--- src/rtl/mmpp_pkg.sv ---
package mmpp_pkg;
   localparam int HOST_AW = 11;

   typedef enum logic [2:0] {
      MD_STD   = 3'b000,
      MD_BIDIR = 3'b001,
      MD_FIFO  = 3'b010,
      MD_ECP   = 3'b011,
      MD_RSV4  = 3'b100,
      MD_RSV5  = 3'b101,
      MD_TEST  = 3'b110,
      MD_CFG   = 3'b111
   } mode_e;

   typedef enum logic [1:0] {
      ST_IDLE  = 2'd0,
      ST_SETUP = 2'd1,
      ST_PULSE = 2'd2
   } hs_st_e;

   localparam logic [HOST_AW-1:0] OFS_DATA = 11'h000;
   localparam logic [HOST_AW-1:0] OFS_STAT = 11'h001;
   localparam logic [HOST_AW-1:0] OFS_CTRL = 11'h002;
   localparam logic [HOST_AW-1:0] OFS_FIFO = 11'h400;
   localparam logic [HOST_AW-1:0] OFS_CFGB = 11'h401;
   localparam logic [HOST_AW-1:0] OFS_ECR  = 11'h402;

   localparam logic [7:0] CFGA_VALUE = 8'h10;
endpackage

--- src/rtl/mmpp_fifo.sv ---
module mmpp_fifo #(
   parameter int W     = 9,
   parameter int DEPTH = 16
) (
   input  logic         clk,
   input  logic         rst_n,
   input  logic         clr,
   input  logic         push,
   input  logic [W-1:0] wdata,
   input  logic         pop,
   output logic [W-1:0] rdata,
   output logic         empty,
   output logic         full
);
   localparam int AW = $clog2(DEPTH);
   localparam int CW = AW + 1;

   generate
      if (DEPTH < 2 || (DEPTH & (DEPTH - 1)) != 0) begin : g_bad_depth
         $error("mmpp_fifo: DEPTH must be a power of two of at least 2");
      end
      if (W < 1) begin : g_bad_width
         $error("mmpp_fifo: W must be positive");
      end
   endgenerate

   logic [AW-1:0] wptr, rptr;
   logic [CW-1:0] count;
   logic [W-1:0]  mem [DEPTH];
   logic          push_ok, pop_ok;

   assign empty   = (count == '0);
   assign full    = (count == CW'(DEPTH));
   assign push_ok = push && !full;
   assign pop_ok  = pop && !empty;
   assign rdata   = mem[rptr];

   generate
      for (genvar i = 0; i < DEPTH; i++) begin : g_ent
         logic [W-1:0] ent_q;
         always_ff @(posedge clk) begin
            if (push_ok && wptr == AW'(i)) ent_q <= wdata;
         end
         assign mem[i] = ent_q;
      end
   endgenerate

   always_ff @(posedge clk or negedge rst_n) begin
      if (!rst_n) begin
         wptr  <= '0;
         rptr  <= '0;
         count <= '0;
      end else if (clr) begin
         wptr  <= '0;
         rptr  <= '0;
         count <= '0;
      end else begin
         if (push_ok) wptr <= wptr + 1'b1;
         if (pop_ok)  rptr <= rptr + 1'b1;
         case ({push_ok, pop_ok})
            2'b10:   count <= count + 1'b1;
            2'b01:   count <= count - 1'b1;
            default: count <= count;
         endcase
      end
   end

   // a write into a full FIFO leaves the fill level unchanged
   a_r10_no_overflow: assert property (@(posedge clk) disable iff (!rst_n)
      (full && push && !pop && !clr) |=> full);

   // the flags never claim both states together
   a_r10_flags_exclusive: assert property (@(posedge clk) disable iff (!rst_n)
      !(full && empty));
endmodule

--- src/rtl/mmpp_hs_eng.sv ---
module mmpp_hs_eng
   import mmpp_pkg::*;
#(
   parameter int PULSE_CYCLES = 3
) (
   input  logic       clk,
   input  logic       rst_n,
   input  logic       go,
   input  logic       busy,
   input  logic [8:0] din,
   output logic       pop,
   output logic [7:0] out_byte,
   output logic       out_tag,
   output logic       strobe_act,
   output logic       active
);
   generate
      if (PULSE_CYCLES < 1) begin : g_bad_pulse
         $error("mmpp_hs_eng: PULSE_CYCLES must be at least 1");
      end
   endgenerate

   hs_st_e st;
   logic   start, pulse_last;

   assign start      = (st == ST_IDLE) && go && !busy;
   assign pop        = start;
   assign strobe_act = (st == ST_PULSE);
   assign active     = (st != ST_IDLE);

   generate
      if (PULSE_CYCLES == 1) begin : g_single
         assign pulse_last = 1'b1;
      end else begin : g_count
         localparam int CNTW = $clog2(PULSE_CYCLES);
         logic [CNTW-1:0] cnt;
         always_ff @(posedge clk or negedge rst_n) begin
            if (!rst_n)                          cnt <= '0;
            else if (st == ST_SETUP)             cnt <= CNTW'(PULSE_CYCLES - 1);
            else if (st == ST_PULSE && cnt != 0) cnt <= cnt - 1'b1;
         end
         assign pulse_last = (cnt == '0);
      end
   endgenerate

   always_ff @(posedge clk or negedge rst_n) begin
      if (!rst_n) begin
         st       <= ST_IDLE;
         out_byte <= '0;
         out_tag  <= 1'b0;
      end else begin
         case (st)
            ST_IDLE: if (start) begin
               out_byte <= din[7:0];
               out_tag  <= din[8];
               st       <= ST_SETUP;
            end
            ST_SETUP: st <= ST_PULSE;
            ST_PULSE: if (pulse_last) st <= ST_IDLE;
            default:  st <= ST_IDLE;
         endcase
      end
   end

   // the byte on the bus is held for the whole strobe pulse
   a_r4_data_held: assert property (@(posedge clk) disable iff (!rst_n)
      (st == ST_PULSE) |-> $stable(out_byte));

   // an idle engine with busy high stays idle
   a_r5_wait_busy: assert property (@(posedge clk) disable iff (!rst_n)
      (st == ST_IDLE && busy) |=> (st == ST_IDLE));
endmodule

--- src/rtl/mmpp_ctrl.sv ---
module mmpp_ctrl
   import mmpp_pkg::*;
#(
   parameter int DEPTH        = 16,
   parameter int PULSE_CYCLES = 3
) (
   input  logic         clk,
   input  logic         rst_n,
   input  logic [10:0]  host_addr,
   input  logic         host_wr,
   input  logic         host_rd,
   input  logic [7:0]   host_wdata,
   output logic [7:0]   host_rdata,
   input  logic         irq_line,
   input  logic [7:0]   pd_in,
   output logic [7:0]   pd_out,
   output logic         pd_oe,
   output logic         strobe_n,
   output logic         hostack,
   input  logic         busy,
   input  logic         ack_n
);
   localparam int FW = 9;

   mode_e      mode_q, mode_pend;
   logic [7:0] data_q;
   logic       dir_q;
   logic [3:0] ctl_lo_q;
   logic       dir_eff, xfer_mode, manual_mode;

   logic          fifo_push, fifo_pop, fifo_clr, fifo_empty, fifo_full;
   logic [FW-1:0] fifo_wdata, fifo_head;
   logic          eng_go, eng_pop, eng_tag, eng_strobe, eng_active;
   logic [7:0]    eng_byte;

   logic wr_data, wr_ctrl, wr_fifo, wr_ecr, rd_fifo;

   assign wr_data = host_wr && host_addr == OFS_DATA;
   assign wr_ctrl = host_wr && host_addr == OFS_CTRL;
   assign wr_fifo = host_wr && host_addr == OFS_FIFO;
   assign wr_ecr  = host_wr && host_addr == OFS_ECR;
   assign rd_fifo = host_rd && host_addr == OFS_FIFO;

   assign dir_eff     = (mode_q == MD_STD) ? 1'b0 : dir_q;
   assign xfer_mode   = (mode_q == MD_FIFO) || (mode_q == MD_ECP);
   assign manual_mode = (mode_q == MD_STD) || (mode_q == MD_BIDIR);

   // host-side registers
   always_ff @(posedge clk or negedge rst_n) begin
      if (!rst_n) begin
         data_q    <= '0;
         dir_q     <= 1'b0;
         ctl_lo_q  <= '0;
         mode_pend <= MD_STD;
      end else begin
         if (wr_data && mode_q != MD_ECP) data_q <= host_wdata;
         if (wr_ctrl) begin
            ctl_lo_q <= host_wdata[3:0];
            dir_q    <= (mode_q == MD_STD) ? 1'b0 : host_wdata[5];
         end
         if (wr_ecr) mode_pend <= mode_e'(host_wdata[7:5]);
      end
   end

   // the active mode follows the written one only between handshakes
   always_ff @(posedge clk or negedge rst_n) begin
      if (!rst_n)           mode_q <= MD_STD;
      else if (!eng_active) mode_q <= mode_pend;
   end

   // FIFO routing
   always_comb begin
      fifo_push  = 1'b0;
      fifo_wdata = {1'b0, host_wdata};
      case (mode_q)
         MD_FIFO, MD_TEST: fifo_push = wr_fifo;
         MD_ECP: begin
            if (wr_fifo) begin
               fifo_push  = 1'b1;
               fifo_wdata = {1'b0, host_wdata};
            end else if (wr_data) begin
               fifo_push  = 1'b1;
               fifo_wdata = {1'b1, host_wdata};
            end
         end
         default: fifo_push = 1'b0;
      endcase
   end

   assign fifo_clr = (mode_q == MD_STD);
   assign fifo_pop = eng_pop || (rd_fifo && mode_q == MD_TEST);
   assign eng_go   = xfer_mode && !dir_eff && (mode_pend == mode_q) && !fifo_empty;

   mmpp_fifo #(.W(FW), .DEPTH(DEPTH)) u_fifo (
      .clk   (clk),
      .rst_n (rst_n),
      .clr   (fifo_clr),
      .push  (fifo_push),
      .wdata (fifo_wdata),
      .pop   (fifo_pop),
      .rdata (fifo_head),
      .empty (fifo_empty),
      .full  (fifo_full)
   );

   mmpp_hs_eng #(.PULSE_CYCLES(PULSE_CYCLES)) u_eng (
      .clk        (clk),
      .rst_n      (rst_n),
      .go         (eng_go),
      .busy       (busy),
      .din        (fifo_head),
      .pop        (eng_pop),
      .out_byte   (eng_byte),
      .out_tag    (eng_tag),
      .strobe_act (eng_strobe),
      .active     (eng_active)
   );

   // peripheral side
   assign pd_oe    = !dir_eff;
   assign pd_out   = xfer_mode ? eng_byte : data_q;
   assign strobe_n = manual_mode ? !ctl_lo_q[0] : !eng_strobe;
   assign hostack  = (mode_q == MD_ECP) ? !eng_tag : !ctl_lo_q[1];

   // read mux
   always_comb begin
      host_rdata = '0;
      case (host_addr)
         OFS_DATA: host_rdata = (mode_q == MD_BIDIR && dir_eff) ? pd_in : data_q;
         OFS_STAT: host_rdata = {busy, ack_n, 6'b0};
         OFS_CTRL: host_rdata = {2'b00, dir_eff, 1'b0, ctl_lo_q};
         OFS_FIFO: begin
            if (mode_q == MD_CFG)       host_rdata = CFGA_VALUE;
            else if (mode_q == MD_TEST) host_rdata = fifo_head[7:0];
         end
         OFS_CFGB: if (mode_q == MD_CFG) host_rdata = {1'b0, irq_line, 6'b0};
         OFS_ECR:  host_rdata = {mode_q, 3'b000, fifo_full, fifo_empty};
         default:  host_rdata = '0;
      endcase
   end

   // standard mode keeps the FIFO empty
   a_r2_std_fifo_clear: assert property (@(posedge clk) disable iff (!rst_n)
      (mode_q == MD_STD) |=> fifo_empty);

   // configuration register B is hidden outside configuration mode
   a_r8_cfgb_hidden: assert property (@(posedge clk) disable iff (!rst_n)
      (mode_q != MD_CFG && host_addr == OFS_CFGB) |-> (host_rdata == 8'h00));

   // reserved codes never produce a strobe
   a_r9_reserved_inert: assert property (@(posedge clk) disable iff (!rst_n)
      (mode_q == MD_RSV4 || mode_q == MD_RSV5) |-> strobe_n);

   // the active mode is frozen while a handshake runs
   a_r11_mode_hold: assert property (@(posedge clk) disable iff (!rst_n)
      eng_active |=> (mode_q == $past(mode_q)));
endmodule

--- config.mk ---
export PLATFORM = sky130hd
export DESIGN_NAME = mmpp_ctrl
export DESIGN_NICKNAME = d
export VERILOG_FILES = /design/src/rtl/mmpp_pkg.sv /design/src/rtl/mmpp_fifo.sv /design/src/rtl/mmpp_hs_eng.sv /design/src/rtl/mmpp_ctrl.sv
export SDC_FILE = /design/constraint.sdc
export NUM_CORES = 1
export LEC_CHECK = 0
export ABC_CLOCK_PERIOD_IN_PS = 7300
export BUFFER_PORTS_ARGS = -buffer_cell sky130_fd_sc_hd__buf_4
export CAP_MARGIN = 20
export CORE_ASPECT_RATIO = 0.6
export CORE_MARGIN = 2
export CORE_UTILIZATION = 65
export DETAILED_ROUTE_END_ITERATION = 10
export HOLD_SLACK_MARGIN = 0.03
export PLACE_DENSITY = 0.81
export REMOVE_ABC_BUFFERS = 1
export SLEW_MARGIN = 20
export SYNTH_ARGS = -nofsm -noshare
export SYNTH_HDL_FRONTEND = slang
export SYNTH_SLANG_ARGS = --single-unit
--- constraint.sdc ---
create_clock -name clk -period 7.3 [get_ports clk]
set_input_delay 0.365 -clock clk [delete_from_list [all_inputs] [get_ports clk]]
set_output_delay 0.365 -clock clk [all_outputs]
set_load 0.005 [all_outputs]
### After elaboration in Yosys (flattened, before gate mapping)

Cells that the tools add are included.
W data, S select, Z words.

| operators by class | value |
|---|---|
| order comparisons | 1 |
| equality and inequality tests | 34 |
| reduce and logical (&&, ||, !) cells | 58 |
| bitwise gates (word level) | 1 |
| muxes and demuxes | 30 |
| add/sub/neg operators | 5 |
| shifts and indexed selects | 0 |
| div/mod/pow operators | 0 |
| $mul | 0 |

Operators with widths:

| kind | count |
|---|---|
| $pmux W8 S6 | 1 |
| $mux W9 | 5 |
| $bmux W9 S4 | 1 |
| $eq A11 B11 Y1 const B | 3 |
| $eq A4 B4 Y1 const B | 8 |
| $logic_and A1 B1 Y1 | 32 |
| $mux W8 | 4 |
| $eq A4 B3 Y1 const B | 4 |
| $mux W4 | 4 |
| $eq A11 B1 Y1 const B | 1 |
| $eq A11 B2 Y1 const B | 1 |
| $logic_not A11 Y1 | 1 |
| $pmux W5 S2 | 1 |
| $reduce_bool A2 Y1 | 5 |
| $add A4 B1 Y4 const B | 2 |
| $eq A4 B2 Y1 const B | 2 |
| $logic_not A1 Y1 | 8 |
| $mux W2 | 4 |
| $mux W7 | 1 |
| $eq A3 B2 Y1 const B | 2 |
| $eq A3 B3 Y1 const B | 2 |
| $mux W1 | 6 |
| $pmux W2 S3 | 1 |
| $add A5 B1 Y5 const B | 1 |
| 23 further kinds | 29 |

| word-level totals | value |
|---|---|
| bits in latches | 0 |
| output and inout bits | 19 |
| input bits | 34 |
| bits in read-only memories | 0 |
| flip-flop bits (word level) | 189 |
| memories | 0 |
| RAM bits | 0 |

### Logic depth before layout (Yosys ltp)

Gate-level depths: netlist of run 1.

| logic depth | value |
|---|---|
| depth in word-level cells | 13 |
| mapped depth | 14 |
| mapped depth without buffers | 11 |

### Modules after synthesis

Synthesis of run 1 repeated with hierarchy kept, for this count alone.

| unflattened totals | value |
|---|---|
| cell total of the unflattened synthesis | 496 |
| area, all modules | 8334.2 um2 |

By module, submodules not included:

| module | cells an instance | area an instance (um2) | instances |
|---|---|---|---|
| mmpp_fifo | 318 | 6368.6 | 1 |
| mmpp_ctrl | 138 | 1403.8 | 1 |
| mmpp_hs_eng | 40 | 561.8 | 1 |

### Least setup slack after synthesis of run 1

OpenSTA, ideal clock, no wires.

| timing | value |
|---|---|
| path type | reg2reg |
| start point | register mode_q[2] |
| end point | register u_fifo.count[4] |
| data required time | 7221 ps |
| arrival time | 2818 ps |
| path buffers | 2 |
| period minus slack after synthesis | 2897 ps |
| cell stages (with the launch flop) | 14 |
| slack | 4403 ps |
| cell sequence | dfrtp_1 clkbuf_1 and3b_1 a2bb2oi_1 and2_1 buf_2 nand2b_1 inv_1 ha_1 nor2b_1 o21a_1 o211a_1 mux2i_1 mux2i_1 |

| between the ends | value |
|---|---|
| cells in the longest elaborated chain, start to end | 13 |

RTL lines:

| item | line | source |
|---|---|---|
| from (decl) | mmpp_ctrl.sv:25 | `mode_e mode_q, mode_pend;` |
| from (signal assigned) | mmpp_ctrl.sv:68 | `else if (!eng_active) mode_q <= mode_pend;` |
| $logic_not A3 Y1 | mmpp_ctrl.sv:44, mmpp_ctrl.sv:90 |  |
| $mux W1 | mmpp_ctrl.sv:44 | `assign dir_eff = (mode_q == MD_STD) ? 1'b0 : dir_q;` |
| $logic_not A1 Y1 | mmpp_ctrl.sv:92 | `assign eng_go = xfer_mode && !dir_eff && (mode_pend == mode_q) && !fifo_empty;` |
| $logic_and A1 B1 Y1 (3 in series) | mmpp_ctrl.sv:92 |  |
| $logic_and A1 B1 Y1 (2 in series) | mmpp_hs_eng.sv:26 | `assign start = (st == ST_IDLE) && go && !busy;` |
| $logic_or A1 B1 Y1 | mmpp_ctrl.sv:91 | `assign fifo_pop = eng_pop \|\| (rd_fifo && mode_q == MD_TEST);` |
| $logic_and A1 B1 Y1 | mmpp_fifo.sv:35 | `assign pop_ok = pop && !empty;` |
| $eq A2 B1 Y1 or $eq A2 B2 Y1 (tied branches) | mmpp_fifo.sv:60 | `case ({push_ok, pop_ok})` |
| $pmux W5 S2 | mmpp_fifo.sv:60 |  |
| $mux W5 | mmpp_fifo.sv:53 | `end else if (clr) begin` |
| to (signal assigned) | mmpp_fifo.sv:61 | `2'b10: count <= count + 1'b1;` |
| to (signal assigned) | mmpp_fifo.sv:62 | `2'b01: count <= count - 1'b1;` |
| to (signal assigned) | mmpp_fifo.sv:63 | `default: count <= count;` |
| to (decl) | mmpp_fifo.sv:28 | `logic [CW-1:0] count;` |

Several ways; a longest one is shown, not always the timed one.
A chain may end at the register's enable or synchronous reset.

### Worst setup path after layout of run 1

| timing | value |
|---|---|
| start point | register mode_q[1] |
| end point | register u_fifo.count[4] |

The elaborated chain is that of the path after synthesis.

==> results.sh, run 1 <==
export IMPL_grt_ovfl_total=0
export IMPL_ios=53
export IMPL_area_growth_pct=13.50
export IMPL_clock_skew_ns=0.01654
export IMPL_syn_area_um2=8277
export IMPL_start_util_pct=67.53
export IMPL_crit_type="reg2reg"
export IMPL_fin_crit_ns=3.758
export IMPL_cp_end_kind="flip-flop"
export IMPL_nets=579
export IMPL_synthAdderAreaFrac_pct=1.602
export IMPL_status="completed"
export IMPL_port_buffers=52
export IMPL_yosys_area_share_simple_pct=6.788
export IMPL_synth_cell_types=58
export IMPL_gp_congestion=0.8947
export IMPL_ys_seq_area_share_pct=65.85
export IMPL_rsz0062_at_grt="no"
export IMPL_hold_violations=0
export IMPL_ys_seq_elements=189
export IMPL_dieArea_um2=13680
export IMPL_cts_root_buf="clkbuf_16"
export IMPL_cp_required_ns=7.65
export IMPL_fillers=721
export IMPL_drive_gt1_share_pct=30.66
export IMPL_cts_setup_buffers=0
export IMPL_drv_slew=0
export IMPL_drv_cap=0
export IMPL_drcViolationCount=0
export IMPL_cp_start_kind="flip-flop"
export IMPL_numCtsBuffers=17
export IMPL_synth_flop_cell="edfxtp_1"
export IMPL_dp_slack_ns=3.695
export IMPL_clkTransAtPathRegs_ns=0.07
export IMPL_drtIter0Drc=639
export IMPL_totalPowerFinal_w=0.002121
export IMPL_power_switching_w=0.0004329
export IMPL_synth_xor_area_share_pct=0.8314
export IMPL_htreeDepth=4
export IMPL_worst_slew_pin_slew_ns=0.9909
export IMPL_grt_first_pass_wirelength_um=28570
export IMPL_power_density_nw_per_um2=225.7
export IMPL_drtPass1Iterations=5
export IMPL_die_height_um=91.41
export IMPL_layout_common_cells="edfxtp_1, buf_4, dfrtp_1"
export IMPL_period_share_pct=51.48
export IMPL_swShare_pct=20.41
export IMPL_grt_pass1_vias=4609
export IMPL_antenna_left=0
export IMPL_insertion_delay_ns=0.43
export IMPL_slew_limit_headroom_pct=33.43
export IMPL_grt_max_degree=46
export IMPL_slowest_delay_ns=0.83
export IMPL_setup_slack_ns=3.542
export IMPL_setup_viol=0
export IMPL_clockBufferDepth=2
export IMPL_power_internal_w=0.001688
export IMPL_slowest_stage="nor2b_1"
export IMPL_route_vias_total=4733
export IMPL_seqPwrFrac_pct=54.6
export IMPL_wire_per_inst_um=26.89
export IMPL_drt_total_wl_um=19200
export IMPL_yosys_warnings=0
export IMPL_max_freq_mhz=266.1
export IMPL_postCtsHoldBufs=1
export IMPL_critPathMaxFanout=11
export IMPL_cts_sinks=189
export IMPL_grt_usage_pct=29.97
export IMPL_crit_chain="nor2b_1 -> nand4_1 -> o2bb2ai_2 -> nand2b_1 -> inv_1 -> ha_1 -> nor2b_1 -> o21a_1 -> o211a_1 -> mux2i_1 -> mux2i_1"
export IMPL_synth_top_family_by_area="multiplexers"
export IMPL_synth_edff_count=144
export IMPL_die_width_um=149.7
export IMPL_syn_avg_cell_area_um2=17.21
export IMPL_dp_final_hpwl_um=12380
export IMPL_min_path_type="in2reg"
export IMPL_via_per_inst=6.629
export IMPL_antenna_found_initial=0
export IMPL_cts_tree="done"
export IMPL_peakVddDrop_mv=0.1832
export IMPL_fin_util_pct=76.64
export IMPL_async_reset_ff_share_pct=23.81
export IMPL_final_common_cell="edfxtp_1"
export IMPL_power_leakage_nw=3.449
export IMPL_power_frac_clock_pct=43.4
export IMPL_std_cell_rows=31
export IMPL_fin_tns_setup_ns=0
export IMPL_p_comb_share_pct=2.0
export IMPL_post_cts_resized=0
export IMPL_coreArea_um2=12260
export IMPL_syn_inst=481
export IMPL_synthMuxAreaShare_pct=19.40
export IMPL_worstPathArrival_ns=4.11
export IMPL_synth_compound_area_share_pct=3.311
==> state kept, by name, indices dropped and copies added, names as in the netlist <==
register / cells
u_eng.st: 2
u_eng.out_byte: 8
u_fifo.g_ent.ent_q: 144
u_eng.g_count.cnt: 2
mode_q: 3
u_fifo.wptr: 4
u_eng.out_tag: 1
u_fifo.count: 5
data_q: 8
u_fifo.rptr: 4
mode_pend: 3
dir_q: 1
ctl_lo_q: 4
==> final cells by class <==
type                    instances  area (um2)  share of cell area (%)
flip-flops and latches        189        5451                   58.03
diodes                          1       2.502                 0.02664
clock buffers                  24       526.8                   5.607
repair buffers                 59       445.4                   4.742
inverters                      14       52.55                  0.5594
well taps                     165       206.4                   2.198
multi-input cells             254        2643                   28.13
clock inverters                 8       66.31                  0.7059
==> layer usage <==
layer / vias to the layer above / global-route usage [%] / wire length (um) / share of wire (%)
li1: 2011 / - / - / -
met1: 2454 / 47.49 / 8324 / 43
met2: 245 / 41.86 / 8607 / 45
met3: 23 / 8.191 / 1993 / 10
met4: 0 / 7.547 / 275 / 1.4
met5: - / 0 / 0 / 0
==> power groups by stage <==
stage               registers [W]   logic (W)  clock network (W)
detailed placement        0.00118   0.0000425                  0
global placement          0.00118   0.0000402                  0
finish                    0.00116   0.0000433           0.000920
floorplan                 0.00118  0.00000523                  0
CTS                       0.00116   0.0000432           0.000923
global route              0.00116   0.0000470           0.000966
==> metrics by stage <==
stage                     cell area, um2  hold WS, ns  cells
final                               9394       0.2956    714
after global routing                9392       0.2862    713
after CTS                           9392       0.2843    713
after detailed placement            8788       0.4007    680
after global placement              8788       0.3848    680
after floorplan                     8145      0.06941    457
==> synthesized netlist by cell type, types with 2 or more instances <==
cell	number	share of area (%)
a21oi_1	12	0.73
a221o_1	2	0.24
a2bb2oi_1	2	0.21
and2_1	6	0.45
and3_1	6	0.45
and4_1	2	0.21
buf_2	8	0.48
buf_6	2	0.27
clkbuf_1	12	0.54
dfrtp_1	45	14
edfxtp_1	144	52
ha_1	9	1.4
inv_1	14	0.63
mux2_2	37	5.0
mux2i_1	16	1.9
mux4_1	10	3.2
mux4_2	34	9.3
nand2_1	26	1.2
nand3_1	5	0.30
nand4_1	2	0.15
nor2_1	17	0.77
nor2_2	2	0.15
nor2b_1	6	0.45
nor3_1	8	0.48
nor4_2	2	0.30
nor4b_1	2	0.21
nor4bb_1	2	0.24
o21a_1	2	0.18
o21ai_0	8	0.48
o311ai_1	2	0.21
or3_1	5	0.38
xnor2_1	3	0.32
xor2_1	3	0.32
==> path summary, 6_finish.rpt <==
kind | depth (start not counted) | slack, ns | start | end
max | 11 | 3.54 | mode_q[1] | u_fifo.count[4]
min | 1 | 0.30 | host_wdata[4] | u_fifo.g_ent[14].ent_q[4]
max reg2reg | 11 | 3.54 | mode_q[1] | u_fifo.count[4]
min reg2reg | 1 | 0.52 | u_eng.out_byte[7] | u_eng.out_byte[7]
max in group asynchronous | 2 | 6.37 | rst_n | u_fifo.rptr[0]
min in group asynchronous | 2 | 0.47 | rst_n | data_q[6]
==> critical path: cells and delay by family, from the launching register on <==
family	cells	cell delay (ns)
AOI/OAI and AO/OA	3	0.81
adders and majority gates	1	0.27
buffers and inverters	1	0.13
DFF	1	0.49
muxes	2	0.36
and+or+nand+nor	4	1.60
==> kinds of logic after synthesis <==
family / count (synthesis)
AOI/OAI and AO/OA: 39
muxes: 97
xor gates and xnor gates: 7
adders and majority gates: 10
buffers and inverters: 38
and+or+nand+nor: 101
DFF: 189
Note: power is estimated with default switching activity, not from simulation.
==> inputs of run 2 (changes only) <==
- ABC_CLOCK_PERIOD_IN_PS: 7300 -> 3900
- CORE_UTILIZATION: 65 -> 60
- PLACE_DENSITY: 0.81 -> 0.75
- clock period: 7.3 -> 3.9 ns (I/O delays scaled with it)
==> run 2 against run 1 <==
  * Largest cell class unchanged
  * Die area rose by 8.0%
  * Critical path type unchanged
  * First-iteration DRC count fell by 8.6%
  * Critical endpoint unchanged
  * Sequential share of layout area down 0.37 points
  * Non-clock buffer count is 6 higher
  * Register-to-register slack lost 3.0 ns
  * Combinational power increased by 87%
==> results.sh, run 2 (synthesized netlist as in run 1, its figures left out) <==
export IMPL_cp_required_ns=4.25
export IMPL_drive_gt1_share_pct=31.59
export IMPL_max_freq_mhz=299.7
export IMPL_slowest_stage="nor4_1"
export IMPL_layout_common_cells="edfxtp_1, buf_4, dfrtp_1"
export IMPL_clkTransAtPathRegs_ns=0.07
export IMPL_crit_type="reg2reg"
export IMPL_start_util_pct=61.11
export IMPL_status="completed"
export IMPL_cp_end_kind="flip-flop"
export IMPL_cts_setup_buffers=0
export IMPL_port_buffers=52
export IMPL_peakVddDrop_mv=0.3471
export IMPL_fin_tns_setup_ns=0
export IMPL_crit_chain="nor4_1 -> a2bb2oi_1 -> and2_1 -> nand2b_1 -> inv_1 -> ha_1 -> nor2b_1 -> o21a_1 -> o211a_1 -> mux2i_1 -> mux2i_1"
export IMPL_drt_total_wl_um=19200
export IMPL_die_height_um=94.98
export IMPL_route_vias_total=4683
export IMPL_cts_root_buf="clkbuf_16"
export IMPL_antenna_left=0
export IMPL_cts_sinks=189
export IMPL_final_common_cell="edfxtp_1"
export IMPL_via_per_inst=6.424
export IMPL_wire_per_inst_um=26.33
export IMPL_min_path_type="in2reg"
export IMPL_cp_start_kind="flip-flop"
export IMPL_clock_skew_ns=0.009173
export IMPL_slowest_delay_ns=0.62
export IMPL_slew_limit_headroom_pct=35.90
export IMPL_clockBufferDepth=2
export IMPL_ios=53
export IMPL_worstPathArrival_ns=3.69
export IMPL_gp_congestion=0.9081
export IMPL_htreeDepth=4
export IMPL_grt_ovfl_total=0
export IMPL_antenna_found_initial=0
export IMPL_cts_tree="done"
export IMPL_grt_usage_pct=27.74
export IMPL_hold_ws_ns=0.09454
export IMPL_period_share_pct=85.56
export IMPL_die_width_um=155.6
export IMPL_worst_slew_pin_slew_ns=0.9541
export IMPL_std_cell_rows=33
export IMPL_hold_violations=0
export IMPL_dieArea_um2=14780
export IMPL_setup_viol=0
export IMPL_critPathMaxFanout=7
export IMPL_numCtsBuffers=17
export IMPL_r2r_setup_slack_ns=0.56
export IMPL_grt_first_pass_wirelength_um=28240
export IMPL_drv_cap=0
export IMPL_dp_slack_ns=0.6686
export IMPL_drtPass1Iterations=5
export IMPL_fin_crit_ns=3.337
export IMPL_grt_max_degree=46
export IMPL_reg_top3="u_fifo.g_ent.ent_q (144), data_q (8), u_eng.out_byte (8)"
export IMPL_diodes=0
export IMPL_nets=585
export IMPL_area_growth_pct=14.23
export IMPL_coreArea_um2=13540
export IMPL_setup_slack_ns=0.5630
export IMPL_dp_final_hpwl_um=12800
export IMPL_power_leakage_nw=3.470
export IMPL_insertion_delay_ns=0.43
export IMPL_drv_slew=0
export IMPL_grt_pass1_vias=4473
export IMPL_drtIter0Drc=584
export IMPL_rsz0062_at_grt="no"
export IMPL_path_buf_inv=1
export IMPL_crit_family="simple AND/OR/NAND/NOR gates"
export IMPL_crit_top_cell="mux2i_1"
export IMPL_top_register="u_fifo.g_ent.ent_q"
export IMPL_largest_reg_flops=144
export IMPL_power_density_nw_per_um2=415.1
export IMPL_drcViolationCount=0
run 2: cell count changes in the layout (fill, tap and decap cells not counted):
cell        delta
buf_4          +5
clkinv_8       +3
clkbuf_16      -2
clkinv_4       +2
buf_12         +1
clkbuf_1       -1
clkbuf_2       -1
clkbuf_8       -1
clkinvlp_4     +1
diode_2        -1
inv_4          -1
inv_6          +1
inv_8          -1
run 2: path summary, 6_finish.rpt:
path                                   startpoint                       end  cells past startpoint
min in group asynchronous                   rst_n                 data_q[6]                      2
worst min register to register  u_eng.out_byte[0]         u_eng.out_byte[0]                      1
worst max register to register    u_fifo.count[0]           u_fifo.count[4]                     11
worst min-delay path                host_wdata[4]  u_fifo.g_ent[5].ent_q[4]                      1
worst max-delay path              u_fifo.count[0]           u_fifo.count[4]                     11
max in group asynchronous                   rst_n            u_fifo.rptr[0]                      2
run 2: stage by stage:
| step | power [W] | cell area, um2 | instances | utilization (%) |
|---|---|---|---|---|
| 5_1_grt | 0.004025 | 9454 | 729 | 69.81 |
| 3_5_place_dp | 0.002290 | 8859 | 696 | 65.41 |
| 6_report | 0.003925 | 9454 | 729 | 69.81 |
| 3_3_place_gp | 0.002287 | 8859 | 696 | 65.41 |
| 4_1_cts | 0.003948 | 9454 | 729 | 69.81 |
| 2_1_floorplan | 0.002220 | 8145 | 457 | - |
run 2: cell type report:
type / count / area [um2]
Fill cell: 891 / 4089
Clock buffer: 19 / 454.2
Sequential cell: 189 / 5451
Inverter: 14 / 52.55
Timing Repair Buffer: 65 / 503.0
Multi-Input combinational cell: 254 / 2643
Tap cell: 175 / 219.0
Clock inverter: 13 / 131.4
run 2: what timing repair did:
| action | in CTS | in global routing |
|---|---|---|
| setup endpoints to repair | 0 | 0 |
| endpoints found under the hold margin | 45 | 0 |
| hold buffers | 1 | 0 |
| gates resized for setup | 0 | 0 |
run 2: layer usage:
metal | wire, um | part of all wire (%) | GRT usage [%]
met4 | 198 | 1.0 | 6.881
met1 | 8780 | 46 | 44.34
met3 | 1915 | 10 | 7.756
met5 | 0 | 0 | 0
met2 | 8302 | 43 | 37.87
run 2: where the power goes:
part | total, W | internal [W] | switching [W]
combinational | 0.0000809 | 0.0000290 | 0.0000519
clock | 0.00168 | 0.000881 | 0.000796
sequential | 0.00217 | 0.00216 | 0.00000179
==> inputs of run 3 (changes only) <==
- CORE_MARGIN: 2 -> 1
- REMOVE_ABC_BUFFERS: 1 -> default
==> run 3 against run 2 <==
  * Critical path depth is 6 lower
  * Global-route usage down 0.052 points
  * Highest routed layer unchanged
  * Core utilization is 2.2 points higher
==> results.sh, run 3 (synthesized netlist as in run 1, its figures left out) <==
export IMPL_place_inst=692
export IMPL_post_cts_resized=0
export IMPL_drv_cap=0
export IMPL_seqPwrFrac_pct=54.5
export IMPL_drive_gt1_share_pct=31.71
export IMPL_multi_input_area_um2=2643
export IMPL_cts_root_buf="clkbuf_16"
export IMPL_p_comb_share_pct=1.9
export IMPL_grt_max_degree=46
export IMPL_grt_first_pass_wirelength_um=27470
export IMPL_layout_common_cells="edfxtp_1, buf_4, dfrtp_1"
export IMPL_start_util_pct=63.02
export IMPL_drcViolationCount=0
export IMPL_top_register="u_fifo.g_ent.ent_q"
export IMPL_grt_pass1_vias=4559
export IMPL_drtPass1Iterations=5
export IMPL_power_density_nw_per_um2=420.6
export IMPL_clkTransAtPathRegs_ns=0.08
export IMPL_slew_limit_headroom_pct=26.30
export IMPL_die_width_um=153.6
export IMPL_status="completed"
export IMPL_drtIter0Drc=536
export IMPL_ios=53
export IMPL_nets=586
export IMPL_hold_violations=0
export IMPL_drt_total_wl_um=18240
export IMPL_cp_required_ns=3.70
export IMPL_htreeDepth=4
export IMPL_wire_per_inst_um=25.15
export IMPL_min_path_type="in2reg"
export IMPL_grt_ovfl_total=0
export IMPL_dp_final_hpwl_um=11860
export IMPL_max_freq_mhz=300.3
export IMPL_fin_tns_setup_ns=0
export IMPL_cts_tree="done"
export IMPL_peakVddDrop_mv=0.3138
export IMPL_period_share_pct=85.39
export IMPL_power_switching_w=0.0008665
export IMPL_dieArea_um2=14280
export IMPL_antenna_left=0
export IMPL_die_height_um=92.98
export IMPL_std_cell_rows=32
export IMPL_ff_latch_area_um2=5451
export IMPL_swShare_pct=21.79
export IMPL_antenna_found_initial=0
export IMPL_r2r_setup_slack_ns=0.62
export IMPL_port_buffers=52
export IMPL_worstPathArrival_ns=3.14
export IMPL_finalNonFillerCells=725
export IMPL_critPathMaxFanout=23
export IMPL_synthesis_nets=525
export IMPL_area_growth_pct=14.26
export IMPL_power_frac_clock_pct=43.6
export IMPL_crit_type="reg2out"
export IMPL_worst_slew_pin_slew_ns=1.097
export IMPL_largest_reg_flops=144
export IMPL_final_common_cell="edfxtp_1"
export IMPL_numCtsBuffers=17
export IMPL_via_per_inst=6.503
export IMPL_coreArea_um2=13130
export IMPL_fin_crit_ns=3.330
export IMPL_insertion_delay_ns=0.44
export IMPL_grt_usage_pct=27.68
export IMPL_diodes=0
export IMPL_rsz0062_at_grt="no"
export IMPL_drv_slew=0
export IMPL_fin_util_pct=72.01
export IMPL_clock_skew_ns=0.02098
export IMPL_cp_start_kind="flip-flop"
export IMPL_hold_ws_ns=0.07634
export IMPL_power_internal_w=0.003111
export IMPL_setup_viol=0
export IMPL_route_vias_total=4715
export IMPL_gp_congestion=0.9184
export IMPL_cts_sinks=189
export IMPL_fillers=790
export IMPL_cp_end_kind="primary output"
export IMPL_reg_top3="u_fifo.g_ent.ent_q (144), data_q (8), u_eng.out_byte (8)"
export IMPL_cts_setup_buffers=0
export IMPL_clockBufferDepth=2
export IMPL_power_leakage_nw=3.479
## run 3: layer usage
metal	wire length [um]	up-vias	global-route usage [%]
met3	1672	24	8.202
li1	-	2037	-
met1	8308	2418	41.76
met2	8093	236	40.72
met4	162	0	5.083
met5	0	-	0
## run 3: power groups by stage
stage / sequential, W / clock, W / combinational, W
detailed placement: 0.00221 / 0 / 0.0000752
global route: 0.00217 / 0.00184 / 0.0000819
floorplan: 0.00221 / 0 / 0.0000128
CTS: 0.00217 / 0.00175 / 0.0000761
finish: 0.00217 / 0.00173 / 0.0000763
global placement: 0.00221 / 0 / 0.0000715
## run 3: through the flow
stage | worst slack [ns] | total power, W | area [um2]
2_1_floorplan | 1.003 | 0.002223 | 8277
3_3_place_gp | 0.8511 | 0.002281 | 8847
3_5_place_dp | 0.6888 | 0.002285 | 8847
4_1_cts | 0.5243 | 0.003996 | 9457
5_1_grt | 0.3525 | 0.004084 | 9457
6_report | 0.5700 | 0.003977 | 9457
## run 3: worst paths after layout
| path | from | to | depth (start not counted) |
|---|---|---|---|
| min in group asynchronous | rst_n | u_eng.g_count.cnt[1] | 2 |
| setup / recovery | u_fifo.rptr[0] | host_rdata[0] | 5 |
| max in group asynchronous | rst_n | u_fifo.rptr[0] | 2 |
| setup reg to reg | mode_q[2] | u_fifo.count[4] | 11 |
| hold reg to reg | u_eng.out_byte[1] | u_eng.out_byte[1] | 1 |
| hold / removal | host_wdata[7] | u_fifo.g_ent[12].ent_q[7] | 1 |
## run 3: worst max-delay path: stages (launching register included)
cell	delay [ns]
dfrtp_2	0.85
mux4_2	0.60
mux4_2	0.57
a222oi_1	0.43
inv_1	0.09
buf_4	0.15
## run 3: what timing repair did
action                                  in CTS  in global routing
endpoints found under the hold margin       45                  0
endpoints found under the setup margin       0                  0
hold buffers                                 1                  0
## run 3: layout make-up
class,instances,share of cell area [%]
inverter,14,0.5557
timing repair buffer,66,5.266
multi-input combinational,254,27.94
clock buffer,18,4.538
sequential,189,57.65
clock inverter,14,1.799
tap,170,2.249
